===== src/rtl/i2c_bm_pkg.sv =====
package i2c_bm_pkg;

    localparam int unsigned BYTE_W = 8;
    localparam int unsigned IDX_W  = $clog2(BYTE_W);

    typedef enum logic [1:0] {
        SL_START = 2'd0,
        SL_BIT   = 2'd1,
        SL_ACK   = 2'd2,
        SL_STOP  = 2'd3
    } slot_e;

    typedef struct packed {
        logic we;
        logic start;
        logic stop;
    } cmd_flags_t;

    // phases 0 and 1 are the low half of an SCL period
    function automatic logic low_half(input logic [1:0] ph);
        return ~ph[1];
    endfunction

endpackage


===== src/rtl/i2c_bm_quarter_timer.sv =====
module i2c_bm_quarter_timer #(
    parameter int unsigned DIV = 4
) (
    input  logic       clk,
    input  logic       rst,
    input  logic       run,
    output logic       tick,
    output logic [1:0] phase
);
    localparam int unsigned DIV_W = (DIV > 1) ? $clog2(DIV) : 1;

    logic [DIV_W-1:0] div_q;
    logic [1:0]       phase_q;

    assign tick  = run && (div_q == DIV_W'(DIV - 1));
    assign phase = phase_q;

    always_ff @(posedge clk) begin
        if (rst || !run) begin
            div_q   <= '0;
            phase_q <= 2'd0;
        end else if (tick) begin
            div_q   <= '0;
            phase_q <= phase_q + 2'd1;
        end else begin
            div_q   <= div_q + DIV_W'(1);
        end
    end

    // the phase only moves on a quarter tick
    p_phase_on_tick_r1: assert property (@(posedge clk) disable iff (rst)
        !tick |=> $stable(phase_q));

endmodule


===== src/rtl/i2c_bm_shifter.sv =====
module i2c_bm_shifter
    import i2c_bm_pkg::*;
(
    input  logic              clk,
    input  logic              rst,
    input  logic              load,
    input  logic [BYTE_W-1:0] load_byte,
    input  logic              tx_step,
    input  logic              rx_step,
    input  logic              ack_step,
    input  logic              sda_in,
    output logic              tx_msb,
    output logic [BYTE_W-1:0] rx_byte,
    output logic              ack
);
    logic [BYTE_W-1:0] tx_sr;
    logic [BYTE_W-1:0] rx_sr;
    logic [BYTE_W-1:0] rx_q;
    logic              ack_q;

    assign tx_msb  = tx_sr[BYTE_W-1];
    assign rx_byte = rx_q;
    assign ack     = ack_q;

    always_ff @(posedge clk) begin
        if (rst) begin
            tx_sr <= '0;
            rx_sr <= '0;
            rx_q  <= '0;
            ack_q <= 1'b0;
        end else begin
            if (load)
                tx_sr <= load_byte;
            else if (tx_step)
                tx_sr <= {tx_sr[BYTE_W-2:0], 1'b0};
            if (rx_step)
                rx_sr <= {rx_sr[BYTE_W-2:0], sda_in};
            if (ack_step) begin
                rx_q  <= rx_sr;
                ack_q <= ~sda_in;
            end
        end
    end

    // the reported byte changes only when the acknowledge slot samples
    p_rx_only_at_ack_r6: assert property (@(posedge clk) disable iff (rst)
        !ack_step |=> $stable(rx_q));

endmodule


===== src/rtl/i2c_bm_sequencer.sv =====
module i2c_bm_sequencer
    import i2c_bm_pkg::*;
(
    input  logic       clk,
    input  logic       rst,
    input  logic       cmd_valid,
    input  cmd_flags_t cmd_in,
    input  logic       tick,
    input  logic [1:0] phase,
    input  logic       tx_msb,
    output logic       busy,
    output logic       scl_pull,
    output logic       sda_pull,
    output logic       load,
    output logic       tx_step,
    output logic       rx_step,
    output logic       ack_step
);
    logic             busy_q;
    logic             parked_q;
    logic             sda_q;
    slot_e            slot_q;
    logic [IDX_W-1:0] idx_q;
    cmd_flags_t       cmd_q;
    logic             step;

    assign load     = cmd_valid && !busy_q;
    assign step     = busy_q && tick;
    assign tx_step  = step && (phase == 2'd0) && (slot_q == SL_BIT);
    assign rx_step  = step && (phase == 2'd2) && (slot_q == SL_BIT);
    assign ack_step = step && (phase == 2'd2) && (slot_q == SL_ACK);
    assign busy     = busy_q;
    assign sda_pull = sda_q;

    always_comb begin
        if (!busy_q)
            scl_pull = parked_q;
        else if (slot_q == SL_START)
            scl_pull = parked_q && (phase == 2'd0);
        else
            scl_pull = low_half(phase);
    end

    always_ff @(posedge clk) begin
        if (rst) begin
            busy_q   <= 1'b0;
            parked_q <= 1'b0;
            sda_q    <= 1'b0;
            slot_q   <= SL_BIT;
            idx_q    <= '0;
            cmd_q    <= '0;
        end else if (load) begin
            busy_q <= 1'b1;
            cmd_q  <= cmd_in;
            idx_q  <= '0;
            slot_q <= cmd_in.start ? SL_START : SL_BIT;
            if (cmd_in.start)
                sda_q <= 1'b0;
        end else if (step) begin
            unique case (phase)
                2'd0: begin
                    unique case (slot_q)
                        SL_BIT:  sda_q <= cmd_q.we && !tx_msb;
                        SL_ACK:  sda_q <= !cmd_q.we && !cmd_q.stop;
                        SL_STOP: sda_q <= 1'b1;
                        default: ;
                    endcase
                end
                2'd2: begin
                    if (slot_q == SL_START)
                        sda_q <= 1'b1;
                    else if (slot_q == SL_STOP)
                        sda_q <= 1'b0;
                end
                2'd3: begin
                    unique case (slot_q)
                        SL_START: slot_q <= SL_BIT;
                        SL_BIT: begin
                            if (idx_q == IDX_W'(BYTE_W - 1))
                                slot_q <= SL_ACK;
                            idx_q <= idx_q + IDX_W'(1);
                        end
                        SL_ACK: begin
                            if (cmd_q.stop) begin
                                slot_q <= SL_STOP;
                            end else begin
                                busy_q   <= 1'b0;
                                parked_q <= 1'b1;
                            end
                        end
                        SL_STOP: begin
                            busy_q   <= 1'b0;
                            parked_q <= 1'b0;
                        end
                    endcase
                end
                default: ;
            endcase
        end
    end

    // data and acknowledge slots keep SDA still while SCL is high
    p_sda_still_scl_high_r4: assert property (@(posedge clk) disable iff (rst)
        (busy_q && (slot_q == SL_BIT || slot_q == SL_ACK) && !scl_pull && $past(!scl_pull))
        |-> $stable(sda_q));

    // a transfer only ends on the last phase of a slot
    p_end_on_slot_edge_r1: assert property (@(posedge clk) disable iff (rst)
        $fell(busy_q) |-> ($past(tick) && $past(phase) == 2'd3));

    // an idle bus that is not parked has both lines released
    p_idle_released_r3: assert property (@(posedge clk) disable iff (rst)
        (!busy_q && !parked_q) |-> (!scl_pull && !sda_q));

    // a strobe during a transfer leaves the latched flags alone
    p_ignore_busy_strobe_r10: assert property (@(posedge clk) disable iff (rst)
        (busy_q && cmd_valid) |=> $stable(cmd_q));

endmodule


===== src/rtl/i2c_byte_master.sv =====
module i2c_byte_master
    import i2c_bm_pkg::*;
#(
    parameter int unsigned DIV = 4
) (
    input  logic              clk,
    input  logic              rst,
    input  logic              cmd_valid,
    input  logic              cmd_we,
    input  logic              cmd_start,
    input  logic              cmd_stop,
    input  logic [BYTE_W-1:0] cmd_byte,
    output logic              busy,
    output logic              ack,
    output logic [BYTE_W-1:0] rx_byte,
    output logic              scl_pull,
    output logic              sda_pull,
    input  logic              sda_in
);
    logic       tick;
    logic [1:0] phase;
    logic       tx_msb;
    logic       load;
    logic       tx_step;
    logic       rx_step;
    logic       ack_step;
    cmd_flags_t flags;

    assign flags = '{we: cmd_we, start: cmd_start, stop: cmd_stop};

    i2c_bm_quarter_timer #(.DIV(DIV)) u_timer (
        .clk   (clk),
        .rst   (rst),
        .run   (busy),
        .tick  (tick),
        .phase (phase)
    );

    i2c_bm_sequencer u_seq (
        .clk       (clk),
        .rst       (rst),
        .cmd_valid (cmd_valid),
        .cmd_in    (flags),
        .tick      (tick),
        .phase     (phase),
        .tx_msb    (tx_msb),
        .busy      (busy),
        .scl_pull  (scl_pull),
        .sda_pull  (sda_pull),
        .load      (load),
        .tx_step   (tx_step),
        .rx_step   (rx_step),
        .ack_step  (ack_step)
    );

    i2c_bm_shifter u_shift (
        .clk       (clk),
        .rst       (rst),
        .load      (load),
        .load_byte (cmd_byte),
        .tx_step   (tx_step),
        .rx_step   (rx_step),
        .ack_step  (ack_step),
        .sda_in    (sda_in),
        .tx_msb    (tx_msb),
        .rx_byte   (rx_byte),
        .ack       (ack)
    );

endmodule


===== config.mk =====
export PLATFORM = sky130hd
export DESIGN_NAME = i2c_byte_master
export DESIGN_NICKNAME = d
export VERILOG_FILES = /design/src/rtl/i2c_bm_pkg.sv /design/src/rtl/i2c_bm_quarter_timer.sv /design/src/rtl/i2c_bm_shifter.sv /design/src/rtl/i2c_bm_sequencer.sv /design/src/rtl/i2c_byte_master.sv
export SDC_FILE = /design/constraint.sdc
export NUM_CORES = 1
export LEC_CHECK = 0
export ABC_AREA = 1
export BUFFER_PORTS_ARGS = -buffer_cell sky130_fd_sc_hd__buf_2
export CAP_MARGIN = 10
export CORE_MARGIN = 3
export CORE_UTILIZATION = 55
export CTS_BUF_LIST = sky130_fd_sc_hd__clkbuf_2 sky130_fd_sc_hd__clkbuf_4 sky130_fd_sc_hd__clkbuf_8
export DETAILED_ROUTE_END_ITERATION = 10
export GPL_ROUTABILITY_DRIVEN = 0
export PLACE_DENSITY = 0.75
export SLEW_MARGIN = 30
export SYNTH_ARGS = -nofsm -noshare
export SYNTH_HDL_FRONTEND = slang
export SYNTH_HIERARCHICAL = 1
export SYNTH_SLANG_ARGS = --single-unit

===== constraint.sdc =====
create_clock -name clk -period 2.25 [get_ports clk]
set_input_delay 0.1125 -clock clk [delete_from_list [all_inputs] [get_ports clk]]
set_output_delay 0.1125 -clock clk [all_outputs]
set_load 0.1 [all_outputs]

# After elaboration in Yosys (flattened, before gate mapping)

Index checks and enable logic that the tools add are counted.

Memory bits (read-only): 0
Memories kept: 0
Input bits: 15
Bits in writable memories: 0
Latch bits: 0
Flip-flop bits (word level): 39
Output and inout bits: 12
Logic and storage cells: 90

Magnitude comparators: 0
Multiply operators: 0
Shifts and indexed selects: 0
Reductions and logical operators: 32
Add/subtract/negate cells: 3
Divide/modulo/power cells: 0
Equal/unequal tests: 14
Bitwise gates (word level): 3
Muxes and demuxes: 25

Operators by type and width:

| kind                  | number |
|---|---|
| $mux W8               | 2 |
| $reduce_and A5 Y1     | 3 |
| $mux W1               | 13 |
| $logic_and A1 B1 Y1   | 11 |
| $eq A2 B2 Y1 const B  | 5 |
| $mux W2               | 5 |
| $reduce_bool A2 Y1    | 4 |
| $ne A3 B3 Y1 const B  | 2 |
| $pmux W1 S2           | 3 |
| $pmux W2 S3           | 1 |
| $reduce_bool A3 Y1    | 2 |
| $ne A5 B3 Y1 const B  | 1 |
| $add A2 B1 Y2 const B | 2 |
| $logic_not A1 Y1      | 4 |
| $logic_not A2 Y1      | 2 |
| $ne A2 B2 Y1 const B  | 2 |
| $ne A4 B4 Y1 const B  | 1 |
| $reduce_and A4 Y1     | 1 |
| $reduce_bool A4 Y1    | 1 |
| $reduce_or A2 Y1      | 2 |
| $add A3 B1 Y3 const B | 1 |
| $eq A3 B3 Y1 const B  | 1 |
| $ne A3 B2 Y1 const B  | 1 |
| $not A1 Y1            | 3 |
| 4 further kinds       | 4 |

# Longest topological paths before layout

Gate-level depths: netlist (run 1).

Word-level depth: 7
Gate-level depth with buffers: 11
Depth with buffers taken out: 11

# Modules after synthesis

The synthesis (run 1) kept the hierarchy.

Modules (own cells, without submodules):

| module               | cells each | sequential area each (µm²) | instances | area each (µm²) |
|---|---|---|---|---|
| i2c_bm_shifter       | 131        | 500.5                      | 1         | 979.7 |
| i2c_bm_sequencer     | 112        | 200.2                      | 1         | 740.7 |
| i2c_bm_quarter_timer | 21         | 80.1                       | 1         | 166.4 |

# Worst setup path after synthesis (run 1)

No wires, ideal clock.

Path kind: register to output
Start: register u_seq.busy_q, in the netlist u_seq/busy
End: output scl_pull
Setup slack: -1.406 ns
Path buffers: 0
Arrival time: 3.544 ns
Cell stages (with the launch flop): 3
Path through: dfxtp_1 > inv_2 > o31ai_1

Word-level cells in the longest chain between the ends: 1

RTL lines:

| item                   | line                   | text |
|---|---|---|
| start, declared        | i2c_bm_sequencer.sv:19 | `logic busy_q;` |
| start signal, assigned | i2c_bm_sequencer.sv:46 | `busy_q <= 1'b0;` |
| start signal, assigned | i2c_bm_sequencer.sv:53 | `busy_q <= 1'b1;` |
| start signal, assigned | i2c_bm_sequencer.sv:87 | `busy_q <= 1'b0;` |
| $mux W1                | i2c_bm_sequencer.sv:36 | `if (!busy_q)` |
| end, declared          | i2c_byte_master.sv:16  | `output logic scl_pull,` |

No other way between the ends.

# Worst setup path after layout (run 1)

Start: register u_seq.slot_q[0]
End: output scl_pull

Word-level cells in the longest chain between the ends: 3

RTL lines:

| item                   | line                   | text |
|---|---|---|
| start, declared        | i2c_bm_sequencer.sv:22 | `slot_e slot_q;` |
| start signal, assigned | i2c_bm_sequencer.sv:56 | `slot_q <= cmd_in.start ? SL_START : SL_BIT;` |
| $logic_not A2 Y1       | i2c_bm_sequencer.sv:38 | `else if (slot_q == SL_START)` |
| $mux W1                | i2c_bm_sequencer.sv:38 |  |
| $mux W1                | i2c_bm_sequencer.sv:36 |  |

No other way between the ends.

==> results of run 1 <==
==> worst max path at each step <==
stage	cells after the start	slack (ps)	endpoint	start
6_report	4	340	scl_pull	u_seq/slot_q[0]
5_1_grt	8	260	u_shift/rx_sr[3]	u_timer/div_q[0]
4_1_cts	4	350	scl_pull	u_seq/slot_q[0]
3_5_place_dp	8	530	u_shift/rx_sr[1]	u_timer/div_q[0]
3_3_place_gp	9	650	u_shift/rx_byte[5]	u_timer/div_q[0]
2_1_floorplan	7	240	u_shift/rx_sr[7]	u_seq/busy
==> stage by stage <==
stage / util (%) / hold slack (ps) / total power, mW
floorplan: - / 174.9 / 0.9130
finish: 68.49 / 21.57 / 1.425
detailed placement: 65.28 / 319.0 / 0.9538
global route: 68.49 / 18.13 / 1.487
global placement: 65.28 / 317.2 / 0.9531
CTS: 68.49 / 18.12 / 1.433
==> sequential cells by signal, indices dropped and copies added, names as in the netlist <==
| register | count |
|---|---|
| u_seq/sda_pull | 1 |
| u_seq/busy | 1 |
| u_seq/cmd_q | 2 |
| u_seq/slot_q | 2 |
| u_shift/rx_byte | 8 |
| u_shift/ack | 1 |
| u_timer/phase | 2 |
| u_shift/tx_sr | 8 |
| u_seq/parked_q | 1 |
| u_timer/div_q | 2 |
| u_seq/idx_q | 3 |
| u_shift/rx_sr | 8 |
==> cells in the final DEF, fill, tap and decap left out, types with 4 or more instances in the layout <==
cell type	netlist	final
nand2_1	53	53
nor2_1	45	45
dfxtp_1	39	38
inv_1	31	31
buf_2	2	26
o21ai_0	21	21
nand3_1	19	19
ha_1	9	9
a21oi_1	7	7
inv_2	6	6
o21ai_1	6	6
clkbuf_4	0	5
nand2_2	4	4
nor3_1	4	4
nor2_2	4	4
==> cell usage after synthesis (all sizes together) <==
cell type   n  area [µm²]
a211oi      1       7.510
a21oi       8       43.79
buf         6       51.30
dfxtp      39       780.8
ha          9       112.6
inv        37       138.9
nand2      58       235.2
nand3      19       95.09
nand4       1       6.260
nor2       52       236.5
nor3        4       20.02
nor3b       1       7.510
o21ai      27       135.1
o31ai       1       7.510
xor2        1       8.760
==> cell families after synthesis <==
logic type	Yosys count	share of synthesized area, %
flip-flops	39	41.38
AND/OR/NAND/NOR	135	31.83
buffers and inverters	43	10.08
XOR/XNOR	1	0.4643
AO/OA/AOI/OAI	37	10.28
adder cells (fa/ha/maj)	9	5.968
==> final cells by class <==
type                    count  area (µm²)  area share (%)
inverters                  37       138.9           6.431
clock buffers               5       37.54           1.738
repair buffers             31       172.7           7.995
flip-flops and latches     39       782.0           36.21
clock inverters             3       43.79           2.028
well taps                  44       55.05           2.549
multi-input cells         182       929.6           43.05
==> metal layers <==
layer	up-vias	routed length, µm
met5	-	0
met4	0	52
met3	7	157
met2	27	1645
met1	730	1798
li1	890	-
==> power breakdown <==
group | leakage, nW | total [mW] | internal (mW) | switching (mW)
clock network | 0.0452 | 0.482 | 0.234 | 0.248
registers | 0.317 | 0.729 | 0.712 | 0.0167
logic | 0.790 | 0.215 | 0.0682 | 0.146
total | 1.15 | 1.42 | 1.01 | 0.411
==> flow_summary.toml, run 1 <==
[floorplanning]
dieArea_um2 = 4169
rows = 20
initial_core_util_pct = 59.84
die_h_um = 64.57
ioPinCount = 27
die_w_um = 64.57
core_area_um2 = 3153

[critical_path]
critical_path.slowest_cell = "buf_2"
reg2reg_depth = 8
crit_path_max_fanout = 5
critPathKind = "reg2out"
end_kind = "output port"
worstPathBufferInverterCount = 2
r2r-start = "u_timer/div_q[0]"
critPathRequiredTime_ps = 2140
startpoint_type = "register"
cpLargestDelayFamily = "buffers and inverters"
cp_cell_sequence = "inv_1 -> ha_1 -> o31ai_4 -> buf_2"
crit_arrival_ps = 1800
rrSetupSlack_ps = 510
slowest_delay_ps = 450
rr_endpoint = "u_shift/rx_sr[1]"

[grt]
grtUsageMet2_pct = 29.77
gr-usage-met3_pct = 4.333
grt_start_max_net_pins = 24
grt_pass1_wl_um = 6520
grt_pass1_vias = 1524
grt.overflow.total = 0
track_usage_pct = 19.60
grt_use_met1_pct = 27.14
grt-busiest-layer = "met2"
antenna_found_initial = 0

[timing]
skew_ps = 12.34
tightest_slew_ps = 489.5
fin_crit_ps = 1912
setup_viol = 0
fmax_ghz = 0.5230
worst_slack_ps = 337.8
hold_viol = 0
rsz0062_at_grt = "no"
slew_headroom_pct = 67.59
setup-tns-final_ps = 0
slew_violations = 0
fin_crit_sh_pct = 84.98

[drt]
drc_errors = 0
ant_nets = 0
vias = 1654
dr.pass1.iters = 4
vias_per_cell = 4.850
drt_iter0_drc = 146
totalWireLength_um = 3653
wl_per_cell_um = 10.71

[pwr]
power.leakage_nw = 1.152
ir_drop_uv = 423.9
power_density_nw_per_um2 = 659.8

[synth]
avgSynthCellArea_um2 = 7.147
netlist_instances = 264
seq_area_frac_synth_pct = 41.38
synth_area_um2 = 1887
ys_warn_count = 6
synth_nets = 288
ys_types = 25
synth_seq_cells = 39

[placement]
post-place-ws_ps = 529.1
place_area_um2 = 2058
dp_cells = 331
io_buffers = 26
hpwlAfterDp_um = 2571

[clocking]
cts_tree = "built"
cts_root_buffer = "clkbuf_4"
worstSkewPairLatency_ps = 360
clock_path_buffers = 2
post_cts_buffers = 0
cts_sinks = 39
cts_resized = 0
htree_levels = 2
cts_buffers = 5
postCtsHoldBufs = 2
clkTransAtPathRegs_ps = 120

[cells_and_area]
layout-drive-gt1-share_pct = 19.53
final_area_um2 = 2160
area_growth_pct = 14.46
fin_cells = 341
nets = 320
diodes = 0
fill_cells = 300

[job]
drv_cap = 0

[min_path]
hold_class = "in2reg"
min_from = "rst"
hold-path-endpoint = "u_shift/tx_sr[3]"
hold_depth = 2

[status]
status = "finished clean"
Note: power is estimated with default switching activity, not from simulation.
==> run 2: changes to the inputs <==
--- a/config.mk
+++ b/config.mk
@@ -9,11 +9,11 @@
 export BUFFER_PORTS_ARGS = -buffer_cell sky130_fd_sc_hd__buf_2
 export CAP_MARGIN = 10
 export CORE_MARGIN = 3
-export CORE_UTILIZATION = 55
+export CORE_UTILIZATION = 53
 export CTS_BUF_LIST = sky130_fd_sc_hd__clkbuf_2 sky130_fd_sc_hd__clkbuf_4 sky130_fd_sc_hd__clkbuf_8
 export DETAILED_ROUTE_END_ITERATION = 10
 export GPL_ROUTABILITY_DRIVEN = 0
-export PLACE_DENSITY = 0.75
+export PLACE_DENSITY = 0.76
 export SLEW_MARGIN = 30
 export SYNTH_ARGS = -nofsm -noshare
 export SYNTH_HDL_FRONTEND = slang
==> constraint.sdc (replaced) <==
create_clock -name clk -period 1.57 [get_ports clk]
set_input_delay 0.0785 -clock clk [delete_from_list [all_inputs] [get_ports clk]]
set_output_delay 0.0785 -clock clk [all_outputs]
set_load 0.1 [all_outputs]
==> run 2 against run 1 <==
Against the previous run: first-iteration DRC count fell by 21%; sequential cell count unchanged; clock skew is essentially flat.
==> flow_summary.toml, run 2 (same netlist as run 1, synthesis figures left out) <==
[drt]
vias_per_cell = 4.969
vias = 1764
drc_errors = 0
wl_per_cell_um = 11.16
dr.pass1.iters = 4
totalWireLength_um = 3962
drt_iter0_drc = 116
ant_nets = 0

[critical_path]
critPathLaunch = "u_seq/slot_q[0]"
critPathRequiredTime_ps = 1490
end_kind = "output port"
crit_path_max_fanout = 3
r2r-start = "u_timer/div_q[0]"
crit_arrival_ps = 1440
startpoint_type = "register"
critPathKind = "reg2out"

[timing]
rsz0062_at_grt = "yes"
slew_violations = 0
whs_ps = 21.36
hold_viol = 0
setup_viol = 0
fin_crit_sh_pct = 96.88
fin_crit_ps = 1521
skew_ps = 12.11
worst_slack_ps = 49.04
setup-tns-final_ps = 0
fmax_ghz = 0.6575
tightest_slew_ps = 489.8
slew_headroom_pct = 67.57

[placement]
io_buffers = 26
post-place-ws_ps = -48.83
hpwlAfterDp_um = 2714

[floorplanning]
die_w_um = 65.67
rows = 21
die_h_um = 65.67
initial_core_util_pct = 55.67
ioPinCount = 27
dieArea_um2 = 4312
core_area_um2 = 3390

[cells_and_area]
area_growth_pct = 25.07
final_util_pct = 69.62
diodes = 0
nets = 332
final_common_cell = "nand2_1"
final_cell_mix = "52 x nand2_1, 39 x nor2_1, 32 x dfxtp_1"
layout-drive-gt1-share_pct = 30.10
fill_cells = 275

[grt]
grt.overflow.total = 0
track_usage_pct = 20.08
grt_pass1_wl_um = 6679
grt_start_max_net_pins = 24
antenna_found_initial = 0
grt_pass1_vias = 1559

[clocking]
cts_sinks = 39
htree_levels = 2
cts_buffers = 5
clkTransAtPathRegs_ps = 120
cts_tree = "built"
cts_root_buffer = "clkbuf_4"
worstSkewPairLatency_ps = 340
clock_path_buffers = 2

[pwr]
power_density_nw_per_um2 = 825.2
ir_drop_uv = 555.9
power.leakage_nw = 1.215
finalPower_mw = 1.947

[min_path]
hold_class = "in2reg"
min_from = "cmd_stop"

[status]
status = "finished clean"

[job]
drv_cap = 0
run 2: final timing paths:
check | endpoint | slack [ps] | cells after the start
setup / recovery | scl_pull | 50 | 4
hold / removal | u_seq/cmd_q[0] | 20 | 3
setup reg to reg | u_shift/rx_byte[6] | 60 | 9
hold reg to reg | u_timer/div_q[0] | 450 | 1
run 2: metrics by stage:
step	area (µm²)	instances
finish	2360	355
global route	2360	355
detailed placement	2123	337
global placement	2123	337
CTS	2262	352
floorplan	1919	264
run 2: final cells by class:
type	instances	area [µm²]	area share (%)
clock buffer	7	52.55	2.227
clock inverter	1	5.005	0.2121
inverter	37	145.1	6.151
multi-input combinational	182	1020	43.21
sequential	39	792.0	33.56
tap	46	57.56	2.439
timing repair buffer	43	287.8	12.20
run 2: what timing repair did:
action	4_1_cts	5_1_grt
endpoints found under the setup margin	16	30
pin swaps	1	14
resized for setup	5	25
setup buffers	4	3
hold buffers	3	0
endpoints found under the hold margin	4	0
run 2: worst max-delay path, cell delays in order (launching register included):
cell and delay [ps]:
dfxtp_2 340, inv_1 90, ha_2 240, o31ai_4 210
buf_12 210
run 2: power breakdown:
group / internal, mW / switching (mW)
registers: 1.02 / 0.0217
logic: 0.134 / 0.243
clock network: 0.209 / 0.318
run 2: metal layers:
metal  GRT usage, %  vias up  share of wire, %
li1               -      921                 -
met1          27.11      796                49
met2          30.91       41                44
met3          4.615        6               5.7
met4          7.772        0               1.6
met5              0        -                 0
